<file path="config.mk">
export PLATFORM = sky130hd
export DESIGN_NAME = i2c_cmd_master
export DESIGN_NICKNAME = d
export VERILOG_FILES = /design/src/rtl/i2cm_pkg.sv /design/src/rtl/i2cm_fifo.sv /design/src/rtl/i2cm_bitphy.sv /design/src/rtl/i2cm_seq.sv /design/src/rtl/i2c_cmd_master.sv
export SDC_FILE = /design/constraint.sdc
export NUM_CORES = 1
export LEC_CHECK = 0
export BUFFER_PORTS_ARGS = -buffer_cell sky130_fd_sc_hd__buf_2
export CORE_AREA = 8 8 263 265
export CTS_CLUSTER_DIAMETER = 80
export DETAILED_ROUTE_END_ITERATION = 12
export DIE_AREA = 0 0 271 273
export HOLD_SLACK_MARGIN = 0.15
export SLEW_MARGIN = 0
export SYNTH_ARGS = -nofsm -noshare
export SYNTH_HDL_FRONTEND = slang
export SYNTH_HIERARCHICAL = 1
export SYNTH_SLANG_ARGS = --single-unit
</file>
<file path="constraint.sdc">
create_clock -name clk -period 2.95 [get_ports clk]
set_input_delay 0.4425 -clock clk [delete_from_list [all_inputs] [get_ports clk]]
set_output_delay 0.4425 -clock clk [all_outputs]
set_load 0.02 [all_outputs]
</file>
<file path="src/rtl/i2cm_pkg.sv">
package i2cm_pkg;
   localparam int ADDR_W  = 7;
   localparam int CMD_W   = 11;
   localparam int CB_RD   = 8;
   localparam int CB_STOP = 9;
   localparam int CB_BARE = 10;

   localparam logic [1:0] ABT_NONE = 2'd0;
   localparam logic [1:0] ABT_ADDR = 2'd1;
   localparam logic [1:0] ABT_DATA = 2'd2;

   typedef enum logic [1:0] {BOP_START, BOP_RSTART, BOP_STOP, BOP_BIT} bus_op_e;

   typedef enum logic [2:0] {
      SQ_IDLE, SQ_START, SQ_ADDR, SQ_DATA, SQ_NEXT, SQ_FLUSH, SQ_STOP
   } seq_st_e;
endpackage

</file>
<file path="src/rtl/i2cm_fifo.sv">
module i2cm_fifo #(
   parameter int WIDTH = 8,
   parameter int DEPTH = 16
) (
   input  logic             clk,
   input  logic             rst_n,
   input  logic             push,
   input  logic [WIDTH-1:0] din,
   input  logic             pop,
   output logic [WIDTH-1:0] dout,
   output logic             empty,
   output logic             full
);
   localparam int  AW   = (DEPTH > 1) ? $clog2(DEPTH) : 1;
   localparam int  CW   = $clog2(DEPTH + 1);
   localparam bit  POW2 = ((1 << AW) == DEPTH);

   generate
      if (DEPTH < 2) begin : g_bad_depth
         $error("i2cm_fifo: DEPTH must be at least 2");
      end
      if (WIDTH < 1) begin : g_bad_width
         $error("i2cm_fifo: WIDTH must be positive");
      end
   endgenerate

   logic [WIDTH-1:0] mem [DEPTH];
   logic [AW-1:0]    wp, rp, wp_nx, rp_nx;
   logic [CW-1:0]    cnt;
   logic             do_push, do_pop;

   generate
      if (POW2) begin : g_pow2
         assign wp_nx = wp + 1'b1;
         assign rp_nx = rp + 1'b1;
      end else begin : g_wrap
         assign wp_nx = (wp == AW'(DEPTH - 1)) ? '0 : wp + 1'b1;
         assign rp_nx = (rp == AW'(DEPTH - 1)) ? '0 : rp + 1'b1;
      end
   endgenerate

   assign empty   = (cnt == '0);
   assign full    = (cnt == CW'(DEPTH));
   assign do_push = push && !full;
   assign do_pop  = pop && !empty;
   assign dout    = mem[rp];

   always_ff @(posedge clk) begin
      if (do_push) mem[wp] <= din;
   end

   always_ff @(posedge clk) begin
      if (!rst_n) begin
         wp  <= '0;
         rp  <= '0;
         cnt <= '0;
      end else begin
         if (do_push) wp <= wp_nx;
         if (do_pop)  rp <= rp_nx;
         case ({do_push, do_pop})
            2'b10:   cnt <= cnt + 1'b1;
            2'b01:   cnt <= cnt - 1'b1;
            default: cnt <= cnt;
         endcase
      end
   end


   fifo_bound_chk: assert property (@(posedge clk) disable iff (!rst_n)
      cnt <= CW'(DEPTH));
endmodule

</file>
<file path="src/rtl/i2cm_bitphy.sv">
module i2cm_bitphy
   import i2cm_pkg::*;
(
   input  logic    clk,
   input  logic    rst_n,
   input  logic    tick,
   input  logic    go,
   input  bus_op_e op,
   input  logic    bitv,
   input  logic    sda_in,
   output logic    busy,
   output logic    done,
   output logic    rxbit,
   output logic    scl_low,
   output logic    sda_low
);
   bus_op_e    op_q;
   logic       bit_q;
   logic [1:0] ph;

   // returns {scl_low, sda_low} for one quarter of an operation
   function automatic logic [1:0] pat(bus_op_e o, logic [1:0] p, logic b);
      logic [1:0] r;
      case (o)
         BOP_START:  r = (p == 2'd0) ? 2'b00 : (p == 2'd3) ? 2'b11 : 2'b01;
         BOP_RSTART: r = (p == 2'd0) ? 2'b10 : (p == 2'd1) ? 2'b00 :
                         (p == 2'd2) ? 2'b01 : 2'b11;
         BOP_STOP:   r = (p == 2'd0) ? 2'b11 : (p == 2'd3) ? 2'b00 : 2'b01;
         default:    r = {(p == 2'd0) || (p == 2'd3), ~b};
      endcase
      return r;
   endfunction

   always_ff @(posedge clk) begin
      if (!rst_n) begin
         busy    <= 1'b0;
         done    <= 1'b0;
         rxbit   <= 1'b1;
         scl_low <= 1'b0;
         sda_low <= 1'b0;
         op_q    <= BOP_START;
         bit_q   <= 1'b1;
         ph      <= 2'd0;
      end else begin
         done <= 1'b0;
         if (go && !busy) begin
            busy  <= 1'b1;
            op_q  <= op;
            bit_q <= bitv;
            ph    <= 2'd0;
         end else if (busy && tick) begin
            {scl_low, sda_low} <= pat(op_q, ph, bit_q);
            if (ph == 2'd2) rxbit <= sda_in;
            if (ph == 2'd3) begin
               busy <= 1'b0;
               done <= 1'b1;
            end
            ph <= ph + 2'd1;
         end
      end
   end


   sda_stable_chk: assert property (@(posedge clk) disable iff (!rst_n)
      (busy && op_q == BOP_BIT && !scl_low) |=> $stable(sda_low));
endmodule

</file>
<file path="src/rtl/i2cm_seq.sv">
module i2cm_seq
   import i2cm_pkg::*;
(
   input  logic              clk,
   input  logic              rst_n,
   input  logic              enable,
   input  logic [ADDR_W-1:0] target_addr,
   input  logic [CMD_W-1:0]  head,
   input  logic              tx_empty,
   output logic              tx_pop,
   output logic              rx_push,
   output logic [7:0]        rx_byte,
   output logic              phy_go,
   output bus_op_e           phy_op,
   output logic              phy_bit,
   input  logic              phy_done,
   input  logic              phy_rxbit,
   output logic              busy,
   output logic              stop_evt,
   output logic              abort_evt,
   output logic [1:0]        abort_code
);
   seq_st_e           st;
   logic [7:0]        sh;
   logic [3:0]        cnt;
   logic              wt, cur_rd, cur_stop, dir_q;
   logic [ADDR_W-1:0] addr_q;

   assign busy    = (st != SQ_IDLE);
   assign rx_byte = sh;

   always_ff @(posedge clk) begin
      if (!rst_n) begin
         st         <= SQ_IDLE;
         sh         <= '0;
         cnt        <= '0;
         wt         <= 1'b0;
         cur_rd     <= 1'b0;
         cur_stop   <= 1'b0;
         dir_q      <= 1'b0;
         addr_q     <= '0;
         tx_pop     <= 1'b0;
         rx_push    <= 1'b0;
         phy_go     <= 1'b0;
         phy_op     <= BOP_START;
         phy_bit    <= 1'b1;
         stop_evt   <= 1'b0;
         abort_evt  <= 1'b0;
         abort_code <= ABT_NONE;
      end else begin
         tx_pop    <= 1'b0;
         rx_push   <= 1'b0;
         phy_go    <= 1'b0;
         stop_evt  <= 1'b0;
         abort_evt <= 1'b0;
         case (st)
            SQ_IDLE: if (enable && !tx_empty) begin
               addr_q <= target_addr;
               dir_q  <= head[CB_RD] & ~head[CB_BARE];
               phy_op <= BOP_START;
               phy_go <= 1'b1;
               wt     <= 1'b1;
               st     <= SQ_START;
            end
            SQ_START: if (phy_done) begin
               sh  <= {addr_q, dir_q};
               cnt <= '0;
               wt  <= 1'b0;
               st  <= SQ_ADDR;
            end
            SQ_ADDR: if (!wt) begin
               phy_op  <= BOP_BIT;
               phy_bit <= (cnt < 4'd8) ? sh[7] : 1'b1;
               phy_go  <= 1'b1;
               wt      <= 1'b1;
            end else if (phy_done) begin
               wt <= 1'b0;
               if (cnt < 4'd8) begin
                  sh  <= {sh[6:0], 1'b0};
                  cnt <= cnt + 4'd1;
               end else if (phy_rxbit) begin
                  abort_code <= ABT_ADDR;
                  abort_evt  <= 1'b1;
                  st         <= SQ_FLUSH;
               end else begin
                  st <= SQ_NEXT;
               end
            end
            SQ_NEXT: if (!tx_empty) begin
               if (head[CB_BARE]) begin
                  tx_pop <= 1'b1;
                  st     <= SQ_STOP;
               end else if (head[CB_RD] != dir_q) begin
                  dir_q  <= head[CB_RD];
                  phy_op <= BOP_RSTART;
                  phy_go <= 1'b1;
                  wt     <= 1'b1;
                  st     <= SQ_START;
               end else begin
                  tx_pop   <= 1'b1;
                  cur_rd   <= head[CB_RD];
                  cur_stop <= head[CB_STOP];
                  sh       <= head[CB_RD] ? 8'h00 : head[7:0];
                  cnt      <= '0;
                  wt       <= 1'b0;
                  st       <= SQ_DATA;
               end
            end else if (!enable) begin
               st <= SQ_STOP;
            end
            SQ_DATA: if (!wt) begin
               phy_op  <= BOP_BIT;
               phy_bit <= (cnt < 4'd8) ? (cur_rd | sh[7]) : (cur_rd ? cur_stop : 1'b1);
               phy_go  <= 1'b1;
               wt      <= 1'b1;
            end else if (phy_done) begin
               wt <= 1'b0;
               if (cnt < 4'd8) begin
                  sh  <= {sh[6:0], cur_rd & phy_rxbit};
                  cnt <= cnt + 4'd1;
               end else if (cur_rd) begin
                  rx_push <= 1'b1;
                  st      <= cur_stop ? SQ_STOP : SQ_NEXT;
               end else if (phy_rxbit) begin
                  abort_code <= ABT_DATA;
                  abort_evt  <= 1'b1;
                  st         <= SQ_FLUSH;
               end else begin
                  st <= cur_stop ? SQ_STOP : SQ_NEXT;
               end
            end
            SQ_FLUSH: begin
               tx_pop <= !tx_pop && !tx_empty;
               if (tx_empty && !tx_pop) st <= SQ_STOP;
            end
            SQ_STOP: if (!wt) begin
               phy_op <= BOP_STOP;
               phy_go <= 1'b1;
               wt     <= 1'b1;
            end else if (phy_done) begin
               wt       <= 1'b0;
               stop_evt <= 1'b1;
               st       <= SQ_IDLE;
            end
            default: st <= SQ_IDLE;
         endcase
      end
   end


   stop_src_chk: assert property (@(posedge clk) disable iff (!rst_n)
      stop_evt |-> $past(st == SQ_STOP));

   abort_code_chk: assert property (@(posedge clk) disable iff (!rst_n)
      abort_evt |-> (abort_code != ABT_NONE));
endmodule

</file>
<file path="src/rtl/i2c_cmd_master.sv">
module i2c_cmd_master
   import i2cm_pkg::*;
#(
   parameter int TX_DEPTH = 16,
   parameter int RX_DEPTH = 16
) (
   input  logic              clk,
   input  logic              rst_n,
   input  logic              enable,
   input  logic [ADDR_W-1:0] target_addr,
   input  logic              cmd_wr,
   input  logic [CMD_W-1:0]  cmd_word,
   input  logic              rx_rd,
   output logic [7:0]        rx_data,
   output logic [5:0]        status,
   output logic [3:0]        raw_irq,
   input  logic [3:0]        clr_irq,
   output logic [1:0]        abort_src,
   output logic              enable_status,
   input  logic              scl_tick,
   input  logic              sda_in,
   output logic              scl_low,
   output logic              sda_low
);
   logic [CMD_W-1:0] tx_head;
   logic             tx_empty, tx_full, tx_pop;
   logic             rx_empty, rx_full, rx_push;
   logic [7:0]       rx_byte;
   logic             phy_go, phy_bit, phy_done, phy_rxbit, phy_busy;
   bus_op_e          phy_op;
   logic             seq_busy, stop_evt, abort_evt;
   logic [3:0]       irq_set;

   i2cm_fifo #(.WIDTH(CMD_W), .DEPTH(TX_DEPTH)) u_txq (
      .clk(clk), .rst_n(rst_n), .push(cmd_wr), .din(cmd_word),
      .pop(tx_pop), .dout(tx_head), .empty(tx_empty), .full(tx_full));

   i2cm_fifo #(.WIDTH(8), .DEPTH(RX_DEPTH)) u_rxq (
      .clk(clk), .rst_n(rst_n), .push(rx_push), .din(rx_byte),
      .pop(rx_rd), .dout(rx_data), .empty(rx_empty), .full(rx_full));

   i2cm_seq u_seq (
      .clk(clk), .rst_n(rst_n), .enable(enable), .target_addr(target_addr),
      .head(tx_head), .tx_empty(tx_empty), .tx_pop(tx_pop),
      .rx_push(rx_push), .rx_byte(rx_byte),
      .phy_go(phy_go), .phy_op(phy_op), .phy_bit(phy_bit),
      .phy_done(phy_done), .phy_rxbit(phy_rxbit),
      .busy(seq_busy), .stop_evt(stop_evt), .abort_evt(abort_evt),
      .abort_code(abort_src));

   i2cm_bitphy u_phy (
      .clk(clk), .rst_n(rst_n), .tick(scl_tick), .go(phy_go), .op(phy_op),
      .bitv(phy_bit), .sda_in(sda_in), .busy(phy_busy), .done(phy_done),
      .rxbit(phy_rxbit), .scl_low(scl_low), .sda_low(sda_low));

   assign status = {seq_busy, rx_full, !rx_empty, tx_empty, !tx_full,
                    seq_busy | phy_busy};

   assign irq_set = {rx_rd & rx_empty, cmd_wr & tx_full, abort_evt, stop_evt};

   always_ff @(posedge clk) begin
      if (!rst_n) begin
         raw_irq       <= '0;
         enable_status <= 1'b0;
      end else begin
         for (int i = 0; i < 4; i++)
            raw_irq[i] <= irq_set[i] | (raw_irq[i] & ~clr_irq[i]);
         if (enable)         enable_status <= 1'b1;
         else if (!seq_busy) enable_status <= 1'b0;
      end
   end


   en_fall_idle_chk: assert property (@(posedge clk) disable iff (!rst_n)
      $fell(enable_status) |-> !$past(seq_busy));

   tx_over_src_chk: assert property (@(posedge clk) disable iff (!rst_n)
      $rose(raw_irq[2]) |-> $past(cmd_wr && tx_full));

   tx_flags_chk: assert property (@(posedge clk) disable iff (!rst_n)
      status[2] |-> status[1]);
endmodule

</file>
==> results of run 1 <==
[synth_stat cells (all sizes together), types with 11 or more instances]
cell type  number
mux2i          25
a21oi          15
and2           25
inv            16
nor3           14
o21ai          13
or3            11
nand2b         20
ha             20
mux4           95
dfxtp          85
nor2b          39
clkbuf         23
buf            34
a21boi         17
nor2           51
edfxtp        304
nand2          54
o22ai          11
xnor2          13
[power groups by stage]
| stage | Sequential, uW | Combinational (uW) | Clock [uW] |
|---|---|---|---|
| 2_1_floorplan | 6130 | 577 | 0 |
| 3_3_place_gp | 6210 | 688 | 0 |
| 3_5_place_dp | 6210 | 700 | 0 |
| 4_1_cts | 6090 | 706 | 5310 |
| 5_1_grt | 6110 | 776 | 5520 |
| 6_report | 6090 | 703 | 5140 |
[worst max-delay path, stage by stage, from the launching register on]
cell and delay (ns):
sky130_fd_sc_hd__dfxtp_1 0.31, sky130_fd_sc_hd__buf_4 0.38, sky130_fd_sc_hd__mux4_2 0.41, sky130_fd_sc_hd__mux4_2 0.50
sky130_fd_sc_hd__buf_2 0.18
[sequential cells by signal, summed over array words and instances (netlist names), 5 cells and up, named ones only]
| register | count |
|---|---|
| u_rxq/cnt | 5 |
| u_rxq/mem | 128 |
| u_seq/addr_q | 7 |
| u_seq/rx_byte | 8 |
| u_txq/cnt | 5 |
| u_txq/mem | 176 |
[final cells by class]
class	count	share of cell area
repair buffers	102	0.0350
well taps	864	0.0572
flip-flops and latches	389	0.574
clock inverters	24	0.0130
multi-input cells	503	0.259
clock buffers	53	0.0590
inverters	16	0.00318
[cell families after synthesis]
kind of cell	Yosys count	share of synthesized area
flip-flops	389	0.675
AND/OR/NAND/NOR	258	0.0894
multiplexers	122	0.151
AO/OA/AOI/OAI	83	0.0356
buffers and inverters	73	0.0227
XOR/XNOR	20	0.0109
adder cells (fa/ha/maj)	20	0.0156
[per-stage QoR]
stage	util	hold slack, ns	std cells	setup slack [ns]	power, uW
floorplan	-	0.418	965	0.0133	6700
global placement	0.268	0.447	1870	0.113	6900
detailed placement	0.268	0.445	1870	0.0731	6910
CTS	0.290	0.178	1951	0.0604	12100
global route	0.290	0.192	1951	0.0127	12400
finish	0.290	0.184	1951	0.162	11900
[layer usage]
| metal | vias to the layer above | GRT usage |
|---|---|---|
| met1 | 4240 | 0.109 |
| met5 | - | 0 |
| met4 | 2 | 0.0234 |
| li1 | 3895 | - |
| met3 | 43 | 0.0191 |
| met2 | 146 | 0.139 |
[final timing paths]
| check | end | depth (start not counted) | slack, ns |
|---|---|---|---|
| worst max-delay path | rx_data[5] | 4 | 0.16 |
| worst min-delay path | u_seq/addr_q[5]$_SDFFE_PN0P_ | 3 | 0.18 |
| worst max register to register | u_rxq/cnt[4]$_SDFFE_PN0P_ | 9 | 0.16 |
| worst min register to register | u_phy/scl_low$_SDFFE_PN0P_ | 2 | 0.45 |
[what timing repair did]
action	in CTS	in global routing
hold buffers	3	0
hold endpoints to repair	3	0
buffers inserted	1	0
endpoints found under the setup margin	8	8
gates resized for setup	2	7
pin swaps	0	0
[cells in the final DEF (no fill, tap or decap), types with 3 or more instances in the layout]
cell type | netlist | layout
sky130_fd_sc_hd__xnor2_1 | 13 | 12
sky130_fd_sc_hd__nand2b_1 | 20 | 20
sky130_fd_sc_hd__dlygate4sd3_1 | 0 | 3
sky130_fd_sc_hd__and2_1 | 23 | 23
sky130_fd_sc_hd__a21boi_1 | 8 | 8
sky130_fd_sc_hd__xor2_1 | 7 | 7
sky130_fd_sc_hd__bufinv_16 | 0 | 4
sky130_fd_sc_hd__a211oi_1 | 4 | 4
sky130_fd_sc_hd__or3_1 | 11 | 11
sky130_fd_sc_hd__and3_1 | 8 | 8
sky130_fd_sc_hd__o21ai_0 | 13 | 13
sky130_fd_sc_hd__a31oi_1 | 4 | 4
sky130_fd_sc_hd__buf_4 | 11 | 46
sky130_fd_sc_hd__nand3_1 | 8 | 8
sky130_fd_sc_hd__nor2b_1 | 36 | 36
sky130_fd_sc_hd__clkbuf_16 | 0 | 43
sky130_fd_sc_hd__mux4_2 | 95 | 95
sky130_fd_sc_hd__nand2_1 | 53 | 53
sky130_fd_sc_hd__mux2i_1 | 25 | 25
sky130_fd_sc_hd__o22ai_1 | 11 | 11
sky130_fd_sc_hd__nor2_1 | 51 | 50
sky130_fd_sc_hd__clkinv_2 | 0 | 8
sky130_fd_sc_hd__edfxtp_1 | 304 | 304
sky130_fd_sc_hd__dfxtp_1 | 85 | 82
sky130_fd_sc_hd__ha_1 | 20 | 20
sky130_fd_sc_hd__nor3_1 | 14 | 14
sky130_fd_sc_hd__buf_2 | 9 | 51
sky130_fd_sc_hd__nor2b_4 | 3 | 3
sky130_fd_sc_hd__clkinv_1 | 0 | 7
sky130_fd_sc_hd__inv_1 | 16 | 16
sky130_fd_sc_hd__a21oi_1 | 14 | 14
sky130_fd_sc_hd__a21boi_0 | 7 | 7
sky130_fd_sc_hd__clkbuf_1 | 23 | 10
sky130_fd_sc_hd__nand3b_1 | 6 | 6
sky130_fd_sc_hd__nor3b_1 | 3 | 3
sky130_fd_sc_hd__nand4_1 | 4 | 4
==> reports/summary.txt, run 1 <==
====================================================================================
Post-detailed-route wirelength per cell                                      16.3 um
CTS tree                                                                        done
Number of antenna violations at the first check in global routing                  2
Switch share                                                                   0.221
Post-Route Skew                                                            0.0191 ns
Peak fanout along the critical path                                               32
1st-iter DRT viols                                                               645
Biggest area consumer among synthesized cells                           sky130_fd_sc_hd__edfxtp_1
Count of pins on the block boundary                                               52
Nets in the synthesized netlist                                                 1014
Crit path launch type                                                       register
Total die area                                                             74000 um2
Via count of the routed design                                                  8326
CP endpoint kind                                                         output port
Htree depth                                                                        2
Diode insertion count for antenna repair                                           0
Largest cells by area after synthesis                                   sky130_fd_sc_hd__edfxtp_1 57%, sky130_fd_sc_hd__mux4_2 13%, sky130_fd_sc_hd__dfxtp_1 11%
Final total negative setup slack                                                0 ns
Crit path DAT                                                                2.35 ns
Met2 wire length                                                             15.3 mm
Final setup violating endpoints                                                    0
Critical path required time                                                  2.51 ns
Weighted congestion at the end of routability-driven global placement          0.747
Tot GR Track Use                                                              0.0837
Post-Syn Area                                                              16000 um2
Clock buffers created by TritonCTS                                                42
Max-slew headroom                                                              0.473
Syn Inst Count                                                                   965
Part of the total power dissipated in the clock network                        0.431
Count of flip-flops with a built-in enable after synthesis                       304
Final worst path period share                                                  0.945
IO Port Bufs                                                                      51
Wire length of the first global-routing pass                                 49.5 mm
Total area of multi-input combinational cells                               4880 um2
Pwr/cell area                                                             632 nW/um2
Net switching power                                                          2640 uW
DRC violation count after routing                                                  0
Unrepaired setup endpoints after global routing                                   no
Vertical die dimension                                                        273 um
Number of hold violations in the final report                                      0
Largest net degree at the start of global routing                                 46
Routed WL                                                                    31.8 mm
Internal portion of total power                                              9300 uW
# fillers                                                                       6410
Number of unique standard cell types used by synthesis                            64
Total gr overflow                                                                  0
Synthesis-to-layout area growth                                                17.7%
Type of the worst min-delay path                                        input port to register
Share of power burned in combinational logic                                   0.059
Worst Tran Pin Value                                                        0.787 ns
Metal-1 WL                                                                   14.4 mm
Peak supply drop                                                          0.000401 V
Area of the placeable core                                                 65000 um2
Total placed instance area                                                 17400 um2
Final Cell Area                                                            18900 um2
Placed wire-length estimate                                                  21.2 mm
Number of storage elements in the synthesis netlist                              389
Layout cells sized above 1                                                     0.259
Storage cell area                                                          10800 um2
Number of buffers on the longest clock path                                        3
Leakage power                                                             0.00613 uW
Source of the worst hold timing path                                    target_addr[5]
Start of the worst register-to-register path                            u_rxq/cnt[0]$_SDFFE_PN0P_
Final count of pins violating max slew                                             0
Post-layout minimum cycle time                                               2.79 ns
Cell Rows                                                                         94
Via density                                                                     4.27
Clock latency reported for the late side of the worst-skew pair              0.55 ns
Root Driver                                                             sky130_fd_sc_hd__clkbuf_16
DR WL met3                                                                   1.47 mm
Fraction of power consumed by sequential logic                                 0.510
ANT nets after route                                                               0
Critical path class                                                     register to output port
Post-layout nets                                                                1103
Number of maximum-capacitance constraint violations                                0
Via count of the first global-routing pass                                      8417
Highest metal layer with signal wires                                           met5
Number of clock sinks                                                            389
Starting density of the core                                                   0.247
F_max                                                                        359 MHz
Clock transition at the registers of the reported paths                      0.06 ns
Sequential-to-total area share from yosys stat                                 0.675
Yosys top cell area share                                                      0.569
Main flop type after synthesis                                          sky130_fd_sc_hd__edfxtp_1
Synth Warn #                                                                       6
Number of iterations in the first detailed-routing pass                            5
Status                                                                  finished, final reports clean
Horiz. Die Dim                                                                271 um
Asr flop ratio synth                                                               0
Syn_area_per_cell                                                           16.6 um2
====================================================================================
Note: power is estimated with default switching activity, not from simulation.
==> run 2: changes to the inputs <==
--- a/config.mk
+++ b/config.mk
@@ -6,11 +6,14 @@
 export NUM_CORES = 1
 export LEC_CHECK = 0
 export BUFFER_PORTS_ARGS = -buffer_cell sky130_fd_sc_hd__buf_2
+export CELL_PAD_IN_SITES_DETAIL_PLACEMENT = 1
+export CELL_PAD_IN_SITES_GLOBAL_PLACEMENT = 1
 export CORE_AREA = 8 8 263 265
 export CTS_CLUSTER_DIAMETER = 80
 export DETAILED_ROUTE_END_ITERATION = 12
 export DIE_AREA = 0 0 271 273
 export HOLD_SLACK_MARGIN = 0.15
+export PLACE_DENSITY_LB_ADDON = 0.1
 export SLEW_MARGIN = 0
 export SYNTH_ARGS = -nofsm -noshare
 export SYNTH_HDL_FRONTEND = slang
==> reports/summary.txt, run 2 (synthesized netlist as in run 1, its figures left out) <==
====================================================================================
Post-Route Skew                                                            0.0254 ns
Final count of pins violating max slew                                             0
Power Total                                                                 12100 uW
Max reg flops                                                                    176
Most common cell after layout, fill and taps aside                      sky130_fd_sc_hd__edfxtp_1
Family with the most delay on the worst path                            multiplexers
Horiz. Die Dim                                                                271 um
Number of maximum-capacitance constraint violations                                0
Crit path launch type                                                       register
Storage cell area                                                          10800 um2
Total area of multi-input combinational cells                               4870 um2
Number of hold violations in the final report                                      0
Area of the placeable core                                                 65000 um2
Synthesis-to-layout area growth                                                20.3%
Final setup violating endpoints                                                    0
# fillers                                                                       6751
Wire length of the first global-routing pass                                 62.1 mm
Internal reg-to-reg setup slack                                              0.16 ns
Highest cell delay on the worst timing path                                  0.57 ns
Number of buffers on the longest clock path                                        3
Number of clock sinks                                                            389
Status                                                                  finished, final reports clean
Reg with most FFs                                                          u_txq/mem
DRC violation count after routing                                                  0
Tot GR Track Use                                                               0.110
Max-slew headroom                                                              0.507
Commonest cells after routing, fill and taps aside                      304 x sky130_fd_sc_hd__edfxtp_1, 95 x sky130_fd_sc_hd__mux4_2, 82 x sky130_fd_sc_hd__dfxtp_1, 62 x sky130_fd_sc_hd__buf_4, 53 x sky130_fd_sc_hd__nand2_1
Final design utilization                                                       0.297
Leakage power                                                             0.00636 uW
Final Hold Slack                                                            0.201 ns
Clock buffers created by TritonCTS                                                47
Final total negative setup slack                                                0 ns
Max stage delay cell, worst path                                        sky130_fd_sc_hd__mux4_2
Crit path DAT                                                                2.44 ns
Final worst path period share                                                  0.978
1st-iter DRT viols                                                               504
Root Driver                                                             sky130_fd_sc_hd__clkbuf_16
Total die area                                                             74000 um2
IO Port Bufs                                                                      51
Weighted congestion at the end of routability-driven global placement          0.674
Worst Tran Pin Value                                                        0.739 ns
Pwr/cell area                                                             628 nW/um2
Diode insertion count for antenna repair                                           0
Clock transition at the registers of the reported paths                      0.06 ns
Starting density of the core                                                   0.247
Htree depth                                                                        2
CP dominant cell by count                                               sky130_fd_sc_hd__mux4_2
Cell Rows                                                                         94
Number of antenna violations at the first check in global routing                  1
Layout cells sized above 1                                                     0.274
Total gr overflow                                                                  0
Critical path class                                                     register to output port
ANT nets after route                                                               0
Via count of the routed design                                                  8655
Peak fanout along the critical path                                                8
CTS tree                                                                        done
Vertical die dimension                                                        273 um
CP endpoint kind                                                         output port
F_max                                                                        347 MHz
Placed wire-length estimate                                                  26.3 mm
Unrepaired setup endpoints after global routing                                  yes
Via density                                                                     4.35
Peak supply drop                                                          0.000412 V
Cell-by-cell listing of the critical path                               buf_12 > mux4_2 > mux4_2 > buf_6
Clock latency reported for the late side of the worst-skew pair              0.58 ns
Critical path required time                                                  2.51 ns
Count of pins on the block boundary                                               52
Post-detailed-route wirelength per cell                                      20.7 um
Total placed instance area                                                 17700 um2
Critical path buffer and inverter count                                            2
Number of iterations in the first detailed-routing pass                            4
Via count of the first global-routing pass                                      9382
Post-layout minimum cycle time                                               2.88 ns
Routed WL                                                                    41.2 mm
Final Cell Area                                                            19300 um2
Largest net degree at the start of global routing                                 47
Post-layout nets                                                                1139
Type of the worst min-delay path                                        input port to register
====================================================================================
## run 2: power breakdown
| group | internal, uW | leakage, uW | switching [uW] | total, uW |
|---|---|---|---|---|
| sequential | 5970 | 0.00343 | 106 | 6070 |
| combinational | 322 | 0.00225 | 479 | 802 |
| clock | 2940 | 0.000682 | 2310 | 5240 |
## run 2: routing by layer
| metal | global-route usage | vias to the layer above | wire length, um | share of wire |
|---|---|---|---|---|
| li1 | - | 3977 | - | - |
| met1 | 0.146 | 4520 | 19100 | 0.46 |
| met2 | 0.184 | 103 | 20200 | 0.49 |
| met3 | 0.0179 | 55 | 1110 | 0.027 |
| met4 | 0.0331 | 0 | 853 | 0.021 |
| met5 | 0 | - | 0 | 0 |
## run 2: what timing repair did
item | 4_1_cts | 5_1_grt
gates cloned | 2 | 1
resized for setup | 4 | 8
hold buffers | 9 | 0
buffers inserted | 0 | 4
hold endpoints to repair | 7 | 0
endpoints found under the setup margin | 8 | 8
## run 2: metrics by stage
step / worst slack [ns] / instances
floorplan: 0.0133 / 965
global placement: 0.0952 / 1889
detailed placement: 0.0997 / 1889
CTS: -0.00839 / 1985
global route: -0.0213 / 1990
finish: 0.0661 / 1990
## run 2: final cells by class
cell class / count / area share
flip-flops and latches: 389 / 0.562
clock buffers: 58 / 0.0631
multi-input cells: 503 / 0.252
well taps: 864 / 0.0560
clock inverters: 27 / 0.00836
repair buffers: 133 / 0.0554
inverters: 16 / 0.00311
## run 2: worst paths after layout
check	start	endpoint	cells after the start
setup / recovery	register	rx_data[3]	4
hold reg to reg	u_seq/stop_evt$_SDFF_PN0_	raw_irq[0]$_SDFF_PN0_	1
setup reg to reg	register	u_seq/rx_byte[5]$_SDFFE_PN0P_	9
hold / removal	target_addr[0]	u_seq/addr_q[0]$_SDFFE_PN0P_	3
## run 2: worst register-to-register path, delay by kind of cell, from the launching register on
kind,cells,cell delay [ns]
buf+inv,2,0.27
mux,2,1.00
compound gates,1,0.16
simple gates,3,0.70
xor+xnor,1,0.24
flops,1,0.36
==> run 3: changes to the inputs <==
--- a/config.mk
+++ b/config.mk
@@ -8,10 +8,10 @@
 export BUFFER_PORTS_ARGS = -buffer_cell sky130_fd_sc_hd__buf_2
 export CELL_PAD_IN_SITES_DETAIL_PLACEMENT = 1
 export CELL_PAD_IN_SITES_GLOBAL_PLACEMENT = 1
-export CORE_AREA = 8 8 263 265
+export CORE_AREA = 8 8 241 243
 export CTS_CLUSTER_DIAMETER = 80
 export DETAILED_ROUTE_END_ITERATION = 12
-export DIE_AREA = 0 0 271 273
+export DIE_AREA = 0 0 249 251
 export HOLD_SLACK_MARGIN = 0.15
 export PLACE_DENSITY_LB_ADDON = 0.1
 export SLEW_MARGIN = 0
==> constraint.sdc (replaced) <==
create_clock -name clk -period 2.95 [get_ports clk]
set_input_delay 0.4425 -clock clk [delete_from_list [all_inputs] [get_ports clk]]
set_output_delay 0.4425 -clock clk [all_outputs]
set_load 0.05 [all_outputs]
==> reports/summary.txt, run 3 (synthesized netlist as in run 1, its figures left out) <==
====================================================================================
Number of maximum-capacitance constraint violations                                0
Cell Rows                                                                         86
GRT busiest layer                                                               met2
Number of placed cells counting well taps                                       1738
Final total negative setup slack                                                0 ns
Internal portion of total power                                              9490 uW
Tot GR Track Use                                                               0.128
Family with the most delay on the worst path                            multiplexers
Pwr/cell area                                                             646 nW/um2
Final worst path period share                                                  0.992
Cell-by-cell listing of the critical path                               buf_12 > mux4_2 > mux4_2 > buf_6
Count of pins on the block boundary                                               52
Root Driver                                                             sky130_fd_sc_hd__clkbuf_16
Final setup violating endpoints                                                    0
Max stage delay cell, worst path                                        sky130_fd_sc_hd__mux4_2
Fraction of power consumed by sequential logic                                 0.490
1st-iter DRT viols                                                               421
Switch share                                                                   0.232
Via count of the routed design                                                  8630
Horiz. Die Dim                                                                249 um
Number of buffers on the longest clock path                                        3
Worst Tran Pin Value                                                        0.691 ns
Post-layout minimum cycle time                                               2.93 ns
Setup Fix Bufs, Post-CTS                                                           0
Unrepaired setup endpoints after global routing                                  yes
Clock transition at the registers of the reported paths                      0.06 ns
Critical path buffer and inverter count                                            2
Area of the placeable core                                                 54300 um2
Peak fanout along the critical path                                                8
Clock latency reported for the late side of the worst-skew pair              0.57 ns
Met2 usage                                                                     0.215
Largest net degree at the start of global routing                                 33
Clock buffers created by TritonCTS                                                45
Share of power burned in combinational logic                                   0.071
CTS tree                                                                        done
Number of antenna violations at the first check in global routing                  0
Number of iterations in the first detailed-routing pass                            6
Post-detailed-route wirelength per cell                                      21.9 um
Crit path launch type                                                       register
Total gr overflow                                                                  0
Commonest cells after routing, fill and taps aside                      304 x sky130_fd_sc_hd__edfxtp_1, 95 x sky130_fd_sc_hd__mux4_2, 82 x sky130_fd_sc_hd__dfxtp_1, 73 x sky130_fd_sc_hd__buf_4, 53 x sky130_fd_sc_hd__nand2_1
GR Layer Usage met3                                                           0.0204
ANT nets after route                                                               0
Post-layout nets                                                                1138
Via count of the first global-routing pass                                      9419
Number of hold violations in the final report                                      0
Net switching power                                                          2860 uW
Total die area                                                             62500 um2
Most common cell after layout, fill and taps aside                      sky130_fd_sc_hd__edfxtp_1
Status                                                                  finished, final reports clean
Weighted congestion at the end of routability-driven global placement          0.698
Part of the total power dissipated in the clock network                        0.438
Global-route track usage on met1                                               0.169
F_max                                                                        342 MHz
Critical path required time                                                  2.51 ns
Routed WL                                                                    40.0 mm
Leakage power                                                             0.00636 uW
Diode insertion count for antenna repair                                           0
IO Port Bufs                                                                      51
Final count of pins violating max slew                                             0
Critical path class                                                     register to output port
Htree depth                                                                        2
Layout cells sized above 1                                                     0.276
Placed wire-length estimate                                                  25.8 mm
Peak supply drop                                                          0.000398 V
Filler-free cell count of the finished design                                   1827
Crit path DAT                                                                2.48 ns
CP endpoint kind                                                         output port
Starting density of the core                                                   0.295
Type of the worst min-delay path                                        input port to register
Synthesis-to-layout area growth                                                19.1%
Highest cell delay on the worst timing path                                  0.56 ns
Max-slew headroom                                                              0.539
DRC violation count after routing                                                  0
Reg with most FFs                                                          u_txq/mem
Number of clock sinks                                                            389
Post-Route Skew                                                            0.0156 ns
Vertical die dimension                                                        251 um
Via density                                                                     4.72
CP dominant cell by count                                               sky130_fd_sc_hd__mux4_2
Wire length of the first global-routing pass                                 61.1 mm
Max reg flops                                                                    176
====================================================================================
[run 3: cell types whose count changed in the layout (fill, tap and decap cells not counted), sizes merged]
cell | before | now
dlygate4sd3 | 9 | 5
clkbuf | 59 | 64
bufinv | 0 | 4
clkinv | 26 | 12
clkinvlp | 0 | 1
buf | 123 | 128
[run 3: tightest hold or removal path: stages]
cell	delay (ns)
sky130_fd_sc_hd__buf_2	0.11
sky130_fd_sc_hd__mux2i_1	0.07
sky130_fd_sc_hd__nor2b_1	0.10
[run 3: worst paths after layout]
| kind | start | end | slack, ns | cells past startpoint |
|---|---|---|---|---|
| max | register | rx_data[3] | 0.02 | 4 |
| min | target_addr[0] | u_seq/addr_q[0]$_SDFFE_PN0P_ | 0.21 | 3 |
| max reg2reg | register | u_seq/cnt[3]$_SDFFE_PN0P_ | 0.19 | 8 |
| min reg2reg | u_seq/stop_evt$_SDFF_PN0_ | raw_irq[0]$_SDFF_PN0_ | 0.44 | 1 |
[run 3: cell type report]
type / instances / area [um2]
Fill cell: 5437 / 35200
Sequential cell: 389 / 10800
Multi-Input combinational cell: 503 / 4880
Clock buffer: 63 / 1200
Timing Repair Buffer: 134 / 1020
Tap cell: 704 / 881
Clock inverter: 18 / 211
Inverter: 16 / 60.1
[run 3: metrics by stage]
stage	cell area (um2)	util	hold slack [ns]	worst slack (ns)	total power, uW
after floorplan	16000	-	0.418	0.0133	6760
after global routing	19100	0.351	0.190	-0.0389	12800
after detailed placement	17500	0.322	0.434	0.0644	7060
after global placement	17500	0.322	0.425	0.0838	7050
after CTS	19100	0.351	0.159	-0.0264	12600
final	19100	0.351	0.205	0.0235	12300
[run 3: power groups by stage]
stage                     registers (uW)  logic (uW)  clock network, uW
after floorplan                     6140         627                  0
after global placement              6170         883                  0
after detailed placement            6170         887                  0
after CTS                           6050         894               5620
after global routing                6060         972               5800
final                               6050         882               5410
[run 3: per-layer routing]
layer / wire, um / part of all wire / vias to the layer above
li1: - / - / 3980
met1: 18600 / 0.46 / 4478
met2: 19400 / 0.49 / 106
met3: 1100 / 0.027 / 66
met4: 907 / 0.023 / 0
met5: 0 / 0 / -
[run 3: what timing repair did]
action	in CTS	in global routing
gates resized for setup	19	3
hold buffers	5	0
gates cloned	2	1
endpoints found under the setup margin	8	11
pin swaps	0	0
hold endpoints to repair	4	0
